--- src/rtl/rsq_pkg.sv ---
package rsq_pkg;

   typedef enum logic [2:0] {
      ST_OFF    = 3'd0,
      ST_PGWAIT = 3'd1,
      ST_HOLD   = 3'd2,
      ST_SETUP  = 3'd3,
      ST_RUN    = 3'd4
   } rsq_state_e;

   function automatic int rsq_max3(int a, int b, int c);
      int m;
      m = (a > b) ? a : b;
      return (m > c) ? m : c;
   endfunction

endpackage

--- src/rtl/rsq_sync.sv ---
module rsq_sync #(
   parameter int STAGES = 2
) (
   input  logic clk,
   input  logic arst_n,
   input  logic d,
   output logic q
);

   logic [STAGES-1:0] chain;

   genvar gi;
   generate
      for (gi = 0; gi < STAGES; gi++) begin : g_stage
         if (gi == 0) begin : g_first
            always_ff @(posedge clk or negedge arst_n) begin
               if (!arst_n) chain[gi] <= 1'b0;
               else         chain[gi] <= d;
            end
         end else begin : g_next
            always_ff @(posedge clk or negedge arst_n) begin
               if (!arst_n) chain[gi] <= 1'b0;
               else         chain[gi] <= chain[gi-1];
            end
         end
      end
   endgenerate

   assign q = chain[STAGES-1];

endmodule

--- src/rtl/rsq_lockout.sv ---
module rsq_lockout #(
   parameter int RETRIG = 50
) (
   input  logic clk,
   input  logic arst_n,
   input  logic start,
   output logic ok
);

   localparam int            LW   = (RETRIG > 2) ? $clog2(RETRIG) : 1;
   localparam logic [LW-1:0] LAST = LW'(RETRIG - 1);

   logic [LW-1:0] cnt;

   always_ff @(posedge clk or negedge arst_n) begin
      if (!arst_n)          cnt <= '0;
      else if (start)       cnt <= '0;
      else if (cnt != LAST) cnt <= cnt + 1'b1;
   end

   assign ok = (cnt == LAST);

   // a window that was just opened cannot already be expired
   p_window_closed_r11: assert property (@(posedge clk) disable iff (!arst_n)
      start |=> !ok);

endmodule

--- src/rtl/rsq_core.sv ---
module rsq_core
   import rsq_pkg::*;
#(
   parameter int STRAP_W   = 8,
   parameter int CFG_DLY   = 2,
   parameter int SETUP_CNT = 162000,
   parameter int ARR_CNT   = 200,
   parameter int CFG_HOLD  = 8,
   parameter int DONE_CNT  = 2000
) (
   input  logic               clk,
   input  logic               arst_n,
   input  logic               pg_s,
   input  logic               plat_s,
   input  logic               link_done,
   input  logic               lock_ok,
   input  logic [STRAP_W-1:0] strap_in,
   output logic               lock_start,
   output logic               strap_en,
   output logic [STRAP_W-1:0] strap_q,
   output logic               cfg_drv,
   output logic               cpu_rst_n,
   output logic               arr_busy,
   output logic               done_pulse
);

   localparam int            CNT_TOP  = rsq_max3(SETUP_CNT, DONE_CNT + 1, CFG_DLY);
   localparam int            CW       = $clog2(CNT_TOP + 1);
   localparam logic [CW-1:0] K_DLY    = CW'(CFG_DLY - 1);
   localparam logic [CW-1:0] K_SETUP  = CW'(SETUP_CNT - 1);
   localparam logic [CW-1:0] K_ARR    = CW'(ARR_CNT);
   localparam logic [CW-1:0] K_HOLD   = CW'(CFG_HOLD);
   localparam logic [CW-1:0] K_DONE   = CW'(DONE_CNT);
   localparam logic [CW-1:0] K_SAT    = CW'(DONE_CNT + 1);

   rsq_state_e    st, st_nx;
   logic [CW-1:0] cnt, cnt_nx;
   logic          plat_d;
   logic          retrig;

   always_ff @(posedge clk or negedge arst_n) begin
      if (!arst_n) begin
         st      <= ST_OFF;
         cnt     <= '0;
         plat_d  <= 1'b0;
         strap_q <= '0;
      end else begin
         st     <= st_nx;
         cnt    <= cnt_nx;
         plat_d <= plat_s;
         if (st == ST_OFF && pg_s) strap_q <= strap_in;
      end
   end

   // accepted only once the lockout window has run out
   assign retrig = plat_d & ~plat_s & lock_ok;

   always_comb begin
      st_nx  = st;
      cnt_nx = cnt;
      unique case (st)
         ST_OFF: begin
            if (pg_s) begin
               st_nx  = ST_PGWAIT;
               cnt_nx = '0;
            end
         end
         ST_PGWAIT: begin
            if (cnt == K_DLY) begin
               st_nx  = ST_HOLD;
               cnt_nx = '0;
            end else begin
               cnt_nx = cnt + 1'b1;
            end
         end
         ST_HOLD: begin
            if (plat_s) begin
               st_nx  = ST_SETUP;
               cnt_nx = '0;
            end
         end
         ST_SETUP: begin
            if (retrig) begin
               st_nx  = ST_HOLD;
               cnt_nx = '0;
            end else if (cnt == K_SETUP && link_done) begin
               st_nx  = ST_RUN;
               cnt_nx = '0;
            end else if (cnt != K_SETUP) begin
               cnt_nx = cnt + 1'b1;
            end
         end
         ST_RUN: begin
            if (retrig) begin
               st_nx  = ST_HOLD;
               cnt_nx = '0;
            end else if (cnt != K_SAT) begin
               cnt_nx = cnt + 1'b1;
            end
         end
         default: begin
            st_nx  = ST_OFF;
            cnt_nx = '0;
         end
      endcase
   end

   assign lock_start = (st == ST_HOLD) && plat_s;
   assign strap_en   = (st == ST_OFF);
   assign cfg_drv    = (st == ST_HOLD) || (st == ST_SETUP) ||
                       ((st == ST_RUN) && (cnt < K_HOLD));
   assign cpu_rst_n  = (st == ST_RUN);
   assign arr_busy   = (st == ST_SETUP) && (cnt < K_ARR);
   assign done_pulse = (st == ST_RUN) && (cnt == K_DONE);

   // configuration drive is already on when the processor enters reset
   p_drive_at_reset_r10: assert property (@(posedge clk) disable iff (!arst_n)
      $fell(cpu_rst_n) |-> cfg_drv);

   // a reset re-entry is only possible after the lockout expired
   p_reentry_unlocked_r10: assert property (@(posedge clk) disable iff (!arst_n)
      $fell(cpu_rst_n) |-> $past(lock_ok));

   // drive is held at least one more cycle past the release edge
   p_drive_hold_r8: assert property (@(posedge clk) disable iff (!arst_n)
      $rose(cpu_rst_n) |=> (cfg_drv || !cpu_rst_n));

   // the done strobe lasts a single cycle
   p_done_single_r9: assert property (@(posedge clk) disable iff (!arst_n)
      done_pulse |=> !done_pulse);

   // array initialization only runs with the processor held in reset
   p_busy_in_reset_r7: assert property (@(posedge clk) disable iff (!arst_n)
      arr_busy |-> !cpu_rst_n);

   // once sampling has closed, the captured straps never move
   p_strap_held_r3: assert property (@(posedge clk) disable iff (!arst_n)
      (!strap_en && $past(!strap_en)) |-> $stable(strap_q));

endmodule

--- src/rtl/pwr_rst_seq.sv ---
module pwr_rst_seq #(
   parameter int STRAP_W     = 8,
   parameter int SYNC_STAGES = 2,
   parameter int CFG_DLY     = 2,
   parameter int SETUP_CNT   = 162000,
   parameter int ARR_CNT     = 200,
   parameter int CFG_HOLD    = 8,
   parameter int DONE_CNT    = 2000,
   parameter int RETRIG      = 50
) (
   input  logic               clk,
   input  logic               pwr_ok_i,
   input  logic               plat_rst_n_i,
   input  logic               link_done_i,
   input  logic [STRAP_W-1:0] strap_i,
   output logic               strap_en_o,
   output logic [STRAP_W-1:0] strap_q_o,
   output logic               cfg_drv_o,
   output logic               cpu_rst_n_o,
   output logic               arr_busy_o,
   output logic               done_pulse_o
);

   generate
      if (SYNC_STAGES < 2) begin : g_bad_sync
         $error("SYNC_STAGES must be at least 2");
      end
      if (CFG_DLY < 1) begin : g_bad_dly
         $error("CFG_DLY must be at least 1");
      end
      if (ARR_CNT < 1 || ARR_CNT >= SETUP_CNT) begin : g_bad_arr
         $error("ARR_CNT must be in 1..SETUP_CNT-1");
      end
      if (CFG_HOLD < 2 || CFG_HOLD > 19) begin : g_bad_hold
         $error("CFG_HOLD must be in 2..19");
      end
      if (DONE_CNT < 1) begin : g_bad_done
         $error("DONE_CNT must be at least 1");
      end
      if (RETRIG < 2) begin : g_bad_retrig
         $error("RETRIG must be at least 2");
      end
      if (STRAP_W < 1) begin : g_bad_strap
         $error("STRAP_W must be at least 1");
      end
   endgenerate

   logic pg_s, plat_s, lock_ok, lock_start;

   rsq_sync #(.STAGES(SYNC_STAGES)) u_sync_pg (
      .clk    (clk),
      .arst_n (pwr_ok_i),
      .d      (1'b1),
      .q      (pg_s)
   );

   rsq_sync #(.STAGES(SYNC_STAGES)) u_sync_plat (
      .clk    (clk),
      .arst_n (pwr_ok_i),
      .d      (plat_rst_n_i),
      .q      (plat_s)
   );

   rsq_lockout #(.RETRIG(RETRIG)) u_lock (
      .clk    (clk),
      .arst_n (pwr_ok_i),
      .start  (lock_start),
      .ok     (lock_ok)
   );

   rsq_core #(
      .STRAP_W   (STRAP_W),
      .CFG_DLY   (CFG_DLY),
      .SETUP_CNT (SETUP_CNT),
      .ARR_CNT   (ARR_CNT),
      .CFG_HOLD  (CFG_HOLD),
      .DONE_CNT  (DONE_CNT)
   ) u_core (
      .clk        (clk),
      .arst_n     (pwr_ok_i),
      .pg_s       (pg_s),
      .plat_s     (plat_s),
      .link_done  (link_done_i),
      .lock_ok    (lock_ok),
      .strap_in   (strap_i),
      .lock_start (lock_start),
      .strap_en   (strap_en_o),
      .strap_q    (strap_q_o),
      .cfg_drv    (cfg_drv_o),
      .cpu_rst_n  (cpu_rst_n_o),
      .arr_busy   (arr_busy_o),
      .done_pulse (done_pulse_o)
   );

   // a cleared block shows processor reset asserted right after release
   p_idle_after_clear_r1: assert property (@(posedge clk) disable iff (!pwr_ok_i)
      (strap_en_o && $past(strap_en_o)) |-> (!cpu_rst_n_o && !cfg_drv_o));

endmodule

--- config.mk ---
export PLATFORM = sky130hd
export DESIGN_NAME = pwr_rst_seq
export DESIGN_NICKNAME = d
export VERILOG_FILES = /design/src/rtl/rsq_pkg.sv /design/src/rtl/rsq_sync.sv /design/src/rtl/rsq_lockout.sv /design/src/rtl/rsq_core.sv /design/src/rtl/pwr_rst_seq.sv
export SDC_FILE = /design/constraint.sdc
export NUM_CORES = 1
export LEC_CHECK = 0
export BUFFER_PORTS_ARGS = -buffer_cell sky130_fd_sc_hd__buf_2
export CAP_MARGIN = 20
export CORE_ASPECT_RATIO = 0.5
export CORE_MARGIN = 2
export CORE_UTILIZATION = 58
export CTS_CLUSTER_SIZE = 30
export DETAILED_ROUTE_END_ITERATION = 8
export HOLD_SLACK_MARGIN = 0.05
export PLACE_DENSITY = 0.81
export SETUP_SLACK_MARGIN = 0.1
export SYNTH_ARGS = -nofsm -noshare
export SYNTH_HDL_FRONTEND = slang
export SYNTH_SLANG_ARGS = --single-unit
--- constraint.sdc ---
create_clock -name clk -period 2.85 [get_ports clk]
set_input_delay 0.1425 -clock clk [delete_from_list [all_inputs] [get_ports clk]]
set_output_delay 0.1425 -clock clk [all_outputs]
set_load 0.01 [all_outputs]
### After elaboration in Yosys (flattened, before gate mapping)

Index checks and enable logic that the tools add are counted.

* flip-flop bits (word level): 40
* output and inout port bits: 13

* $add $sub $neg: 2
* $lt $le $gt $ge: 2
* eq/ne operators: 18
* mux-type cells: 18
* bitwise gates (word level): 3
* reduce and logical (&&, ||, !) cells: 12

Operators by type and width (count)
* 18-bit 2-to-1 mux: 8
* 18-bit one-hot mux with 5 select lines: 1
* 18-bit by 1-bit adder with 18-bit output (second input constant): 1
* 18-bit by 1-bit == test with 1-bit output (second input constant): 1
* 18-bit by 11-bit == test with 1-bit output (second input constant): 1
* 18-bit == test (second input constant): 1
* 18-bit by 4-bit less-than comparator with 1-bit output (second input constant): 1
* 18-bit by 8-bit less-than comparator with 1-bit output (second input constant): 1
* 3-bit 2-to-1 mux: 6
* 18-bit by 11-bit != test with 1-bit output (second input constant): 1
* 18-bit != test (second input constant): 1
* 3-bit one-hot mux with 5 select lines: 1
* 6-bit 2-to-1 mux: 2
* 6-bit by 1-bit adder with 6-bit output (second input constant): 1
* 3-bit by 2-bit == test with 1-bit output (second input constant): 2
* 6-bit == test (second input constant): 1
* 1-bit logical AND: 6
* 2-bit by 1-bit != test with 1-bit output (second input constant): 3
* 3-bit by 1-bit != test with 1-bit output (second input constant): 2
* 6-bit != test (second input constant): 1
* 5-bit AND reduction: 1
* 4-bit by 1-bit != test with 1-bit output (second input constant): 1
* 4-bit AND reduction: 1
* 3-bit by 1-bit == test with 1-bit output (second input constant): 1
* other kinds (7): 9

### Longest topological paths before layout

* depth after elaboration: 5
* depth in mapped cells: 11
* mapped depth without buffers: 8

### Hierarchy

Synthesis repeated with hierarchy kept, for this count alone.

* cell total of the unflattened synthesis: 221
* area, all modules: 2232.1 um^2

By module, submodules not included
* rsq_core: instances 1, cells each 185, area each 1800.5 um^2, sequential area each 750.7 um^2
* rsq_lockout: instances 1, cells each 31, area each 327.8 um^2, sequential area each 150.1 um^2
* rsq_sync: instances 2, cells each 2, area each 50.0 um^2, sequential area each 50.0 um^2
* pwr_rst_seq: instances 1, cells each 1, area each 3.8 um^2, sequential area each 0.0 um^2

### Least setup slack after synthesis

No wires, ideal clock.

* path kind: register to register
* start: register u_core.st[0]
* end: register u_core.cnt[8]
* setup time: 121 ps
* arrival: 1924 ps
* data required time: 2729 ps
* setup slack: 805 ps
* cell stages (with the launch flop): 11
* buffers on the path: 3
* cell sequence: dfrtp_1 buf_2 or3_1 inv_2 o21ai_2 o31ai_1 or2_1 buf_2 nor2_1 buf_2 a22o_1

* word-level cells in the longest chain between the ends: 3
* elaborated cells on any way between the ends: 11

RTL lines
* start: declaration: line rsq_core.sv:36 `rsq_state_e st, st_nx;`
* start signal: assignment: line rsq_core.sv:48 `st <= st_nx;`
* 3-bit == test *
* net cpu_rst_n_o: line pwr_rst_seq.sv:19 `output logic cpu_rst_n_o,`
* 3-bit by 1-bit != test with 1-bit output (no line)
* 4-bit AND reduction (no line)
* end signal: assignment: line rsq_core.sv:49 `cnt <= cnt_nx;`
* end: declaration: line rsq_core.sv:37 `logic [CW-1:0] cnt, cnt_nx;`

The timed path passes the listed nets; every way through them passes the cells marked *.
A chain may end at the register's enable or synchronous reset.

### Final worst setup path

* start: register u_core.cnt[10]
* end: register u_core.cnt[16]

* word-level cells in the longest chain between the ends: 5
* elaborated cells on any way between the ends: 16

RTL lines
* 18-bit by 1-bit adder with 18-bit output or 18-bit == test (tied branches)
* 18-bit 2-to-1 mux or 1-bit logical AND (tied branches): line rsq_core.sv:89, rsq_core.sv:86
* 18-bit 2-to-1 mux: line rsq_core.sv:86 `end else if (cnt == K_SETUP && link_done) begin`
* 18-bit 2-to-1 mux: line rsq_core.sv:83 `if (retrig) begin`
* 18-bit one-hot mux with 5 select lines: line rsq_core.sv:61 `unique case (st)`

Parallel ways exist; a longest one is shown, timed or not. The select of a mux whose other input is x is not followed.

==> flow_summary_export.csv <==
group,metric,value,unit
placement,placedCellCount,294,
worst_setup_path,start_kind,"flop",
sta,slew_headroom,41.1,%
die,die_w,90.7,µm
worst_setup_path,slowest_stage,"dfrtp_1",
worst_setup_path,critPathRequiredTime,3050,ps
cts,cts_num_sinks,40,
sta,skew,7.93,ps
pwr,p_per_area,509,nW/µm²
detailed_routing,drt_pass1_iterations,5,
detailed_routing,antenna_left,0,
cts,cts_tree,"yes",
global_route,grt_pass1_wl,7.89,mm
global_route,grt_max_degree,41,
placement,dpl.hpwl,3.33,mm
detailed_routing,drc,0,
final_layout,register_area,1000,µm²
worst_hold_path,hp-class,"in -> reg",
placement,port_buffers,24,
global_route,antenna_found_initial,0,
die,die_h,47.4,µm
synth,synthArstFlopShare,100,%
pwr,p_int,889,µW
worst_setup_path,r2r-end,"u_core.cnt[16]",
synth,ys_seq_area_share,45.9,%
detailed_routing,drt_iter0_drc,122,
status,status,"completed",
worst_setup_path,crit_start,"u_core.cnt[10]",
worst_setup_path,r2r-start,"u_core.cnt[10]",
synth,syn_inst,225,
run,cap_viol_max_count,0,
final_layout,layout-drive-gt1-share,21.3,%
detailed_routing,wl,4.67,mm
synth,ys_ff_latch,40,
sta,hold_viol,0,
placement,globalplace.congestion,0.948,
worst_setup_path,cpPeakStageDelay,460,ps
global_route,first_global_vias,1716,
final_layout,fill_cells,277,
pwr,power.share.combinational,13.7,%
final_layout,nNetsFinal,269,
pwr,clkPwrFrac,32.5,%
synth,synthFlopType,"dfrtp_1",
synth,synth_area_leaders,"dfrtp_1, a22o_1, mux2_2",
synth,syn_area,2180,µm²
sta,rsz0062_at_grt,"no",
sta,setup_viol,0,
pwr,p_seq_share,53.9,%
die,dieArea,4300,µm²
synth,avgSynthCellArea,9.70,µm²
cts,ctsHtreeMaxLevel,2,
synth,synth_edf_count,0,
sta,fin_crit,2480,ps
worst_setup_path,path_max_fanout,11,
final_layout,multiInputGateArea,1090,µm²
die,io_pins,25,
synth,synth_top_area_cell,"dfrtp_1",
worst_setup_path,crit_arrival,2680,ps
cts,cts_buffers,5,
detailed_routing,wl_per_cell,15.4,µm
die,core-area,3510,µm²
synth,synth_nets,242,
worst_setup_path,critical_path.endpoint,"u_core.cnt[16]",
final_layout,instances_no_fill,304,
final_layout,n_antenna_cell,0,
synth,synth_warnings,0,
pwr,p_sw,365,µW
die,initial_core_util,62.2,%
global_route,grt_overflow,0,
sta,worst_slew_pin_slew,883,ps
sta,fmax,403,MHz
detailed_routing,via_per_inst,6.00,
worst_setup_path,crit_chain,"nor4_1 > nand4_1 > o2111ai_1 > and3_1 > nor2_1 > a22o_1",
sta,finalCritPeriodShare,87.0,%
cts,insertion_delay,300,ps
synth,synth_top_area_share,45.9,%
pwr,ir_drop,259,µV
final_layout,synthToLayoutAreaGrowth,12.8,%
sta,fin_tns_setup,0,ps
worst_setup_path,crit_type,"reg -> reg",
cts,clockRootBuffer,"clkbuf_8",
cts,cts.path.max_buffers,2,
cts,clk_pin_slew_worst_paths,80,ps
worst_setup_path,end_kind,"flop",
die,rows,15,
sta,drv_slew,0,
worst_setup_path,reg2reg_slack,370,ps
synth,yosysUniqueCellTypes,51,
pwr,leakagePower,1.13,nW
worst_setup_path,r2r_cells,6,
pwr,switching_share,29.1,%
global_route,track_usage,24.1,%
final_layout,fin_util,70.2,%
detailed_routing,num_vias,1824,
==> through the flow <==
step | instance area, µm² | power [mW] | worst slack (ps) | hold WS (ps)
4_1_cts | 2460 | 1.26 | 414 | 67.2
6_report | 2460 | 1.25 | 371 | 70.3
2_1_floorplan | 2180 | 0.786 | 805 | -153
3_5_place_dp | 2340 | 0.851 | 429 | 255
5_1_grt | 2460 | 1.31 | 132 | 72.8
3_3_place_gp | 2340 | 0.843 | 505 | 251
==> worst max-delay path, delay by kind of cell, from the launching register on <==
family          cells  cell delay (ps)
compound gates      2              590
flops               1              460
simple gates        4             1320
==> final cells by class <==
class / instances / area share, %
timing repair buffer: 31 / 7.22
multi-input combinational: 165 / 44.2
inverter: 9 / 1.37
tap: 51 / 2.59
clock inverter: 2 / 0.610
clock buffer: 6 / 3.35
sequential: 40 / 40.7
==> cells by family after synthesis <==
family	synth area share (%)
AO/OA/AOI/OAI	16.5
XOR/XNOR	1.61
adder cells (fa/ha/maj)	2.87
buffers and inverters	4.24
flip-flops	45.9
multiplexers	4.13
other	0.172
AND/OR/NAND/NOR	24.6
==> worst min path at each step <==
stage,start,end,slack [ps],depth (start not counted)
6_report,strap_i[2],u_core.strap_q[2],70,2
5_1_grt,strap_i[2],u_core.strap_q[2],70,2
3_5_place_dp,plat_rst_n_i,u_sync_plat.chain[0],250,1
3_3_place_gp,plat_rst_n_i,u_sync_plat.chain[0],250,1
2_1_floorplan,pwr_ok_i,u_core.cnt[0],-150,0
4_1_cts,strap_i[2],u_core.strap_q[2],70,2
==> cell usage in the layout (no fill, tap or decap), types with 3 or more instances in the layout <==
master     Yosys  routed
dfrtp_1       40      40
buf_2          5      24
nor2_1        22      22
nand2_1       14      14
a22o_1        12      12
o21ai_0       11      11
nand4_1       10      10
nand3_1       10      10
mux2_2         8       8
inv_1          7       7
nor3_1         7       7
a21o_1         6       6
clkbuf_8       0       6
ha_1           5       5
buf_4          3       5
and3_1         4       4
or3_1          3       3
nor4_1         3       3
nand2b_1       3       3
and2_1         3       3
o21ai_1        3       3
o31ai_1        3       3
a2bb2oi_1      3       3
nor2b_1        3       3
==> registers in the layout, summed over array words and instances, names as in the netlist <==
signal             flops
u_core.cnt            18
u_core.strap_q         8
u_lock.cnt             6
u_core.st              3
u_core.plat_d          1
u_sync_pg.chain        1
u_sync_pg.q            1
u_sync_plat.chain      1
u_sync_plat.q          1
==> metal layers <==
layer | vias to the layer above | track usage [%] | wire, µm
met3 | 10 | 6.42 | 342
met4 | 0 | 9.23 | 82
met1 | 873 | 31.4 | 2170
li1 | 876 | - | -
met5 | - | 0 | 0
met2 | 65 | 40.4 | 2070
==> cell usage after synthesis (all sizes together) (6+ instances only) <==
library cell  instances
nand3                10
buf                   8
mux2                  8
o21ai                15
a21o                  6
nor3                  7
inv                   9
a22o                 12
nand4                10
dfrtp                40
nand2                14
nor2                 22
==> what timing repair did <==
action                                  4_1_cts  5_1_grt
gates resized for setup                       0        0
hold buffers                                  2        0
hold endpoints to repair                     41        0
endpoints found under the setup margin        0        0
setup buffers                                 0        0
==> power by group through the flow <==
| stage | Combinational [mW] | Sequential (mW) | Clock, mW |
|---|---|---|---|
| floorplan | 0.128 | 0.658 | 0 |
| global placement | 0.163 | 0.680 | 0 |
| detailed placement | 0.168 | 0.683 | 0 |
| CTS | 0.171 | 0.672 | 0.413 |
| global route | 0.191 | 0.679 | 0.437 |
| finish | 0.171 | 0.676 | 0.407 |
(Power assumes the default switching activity.)
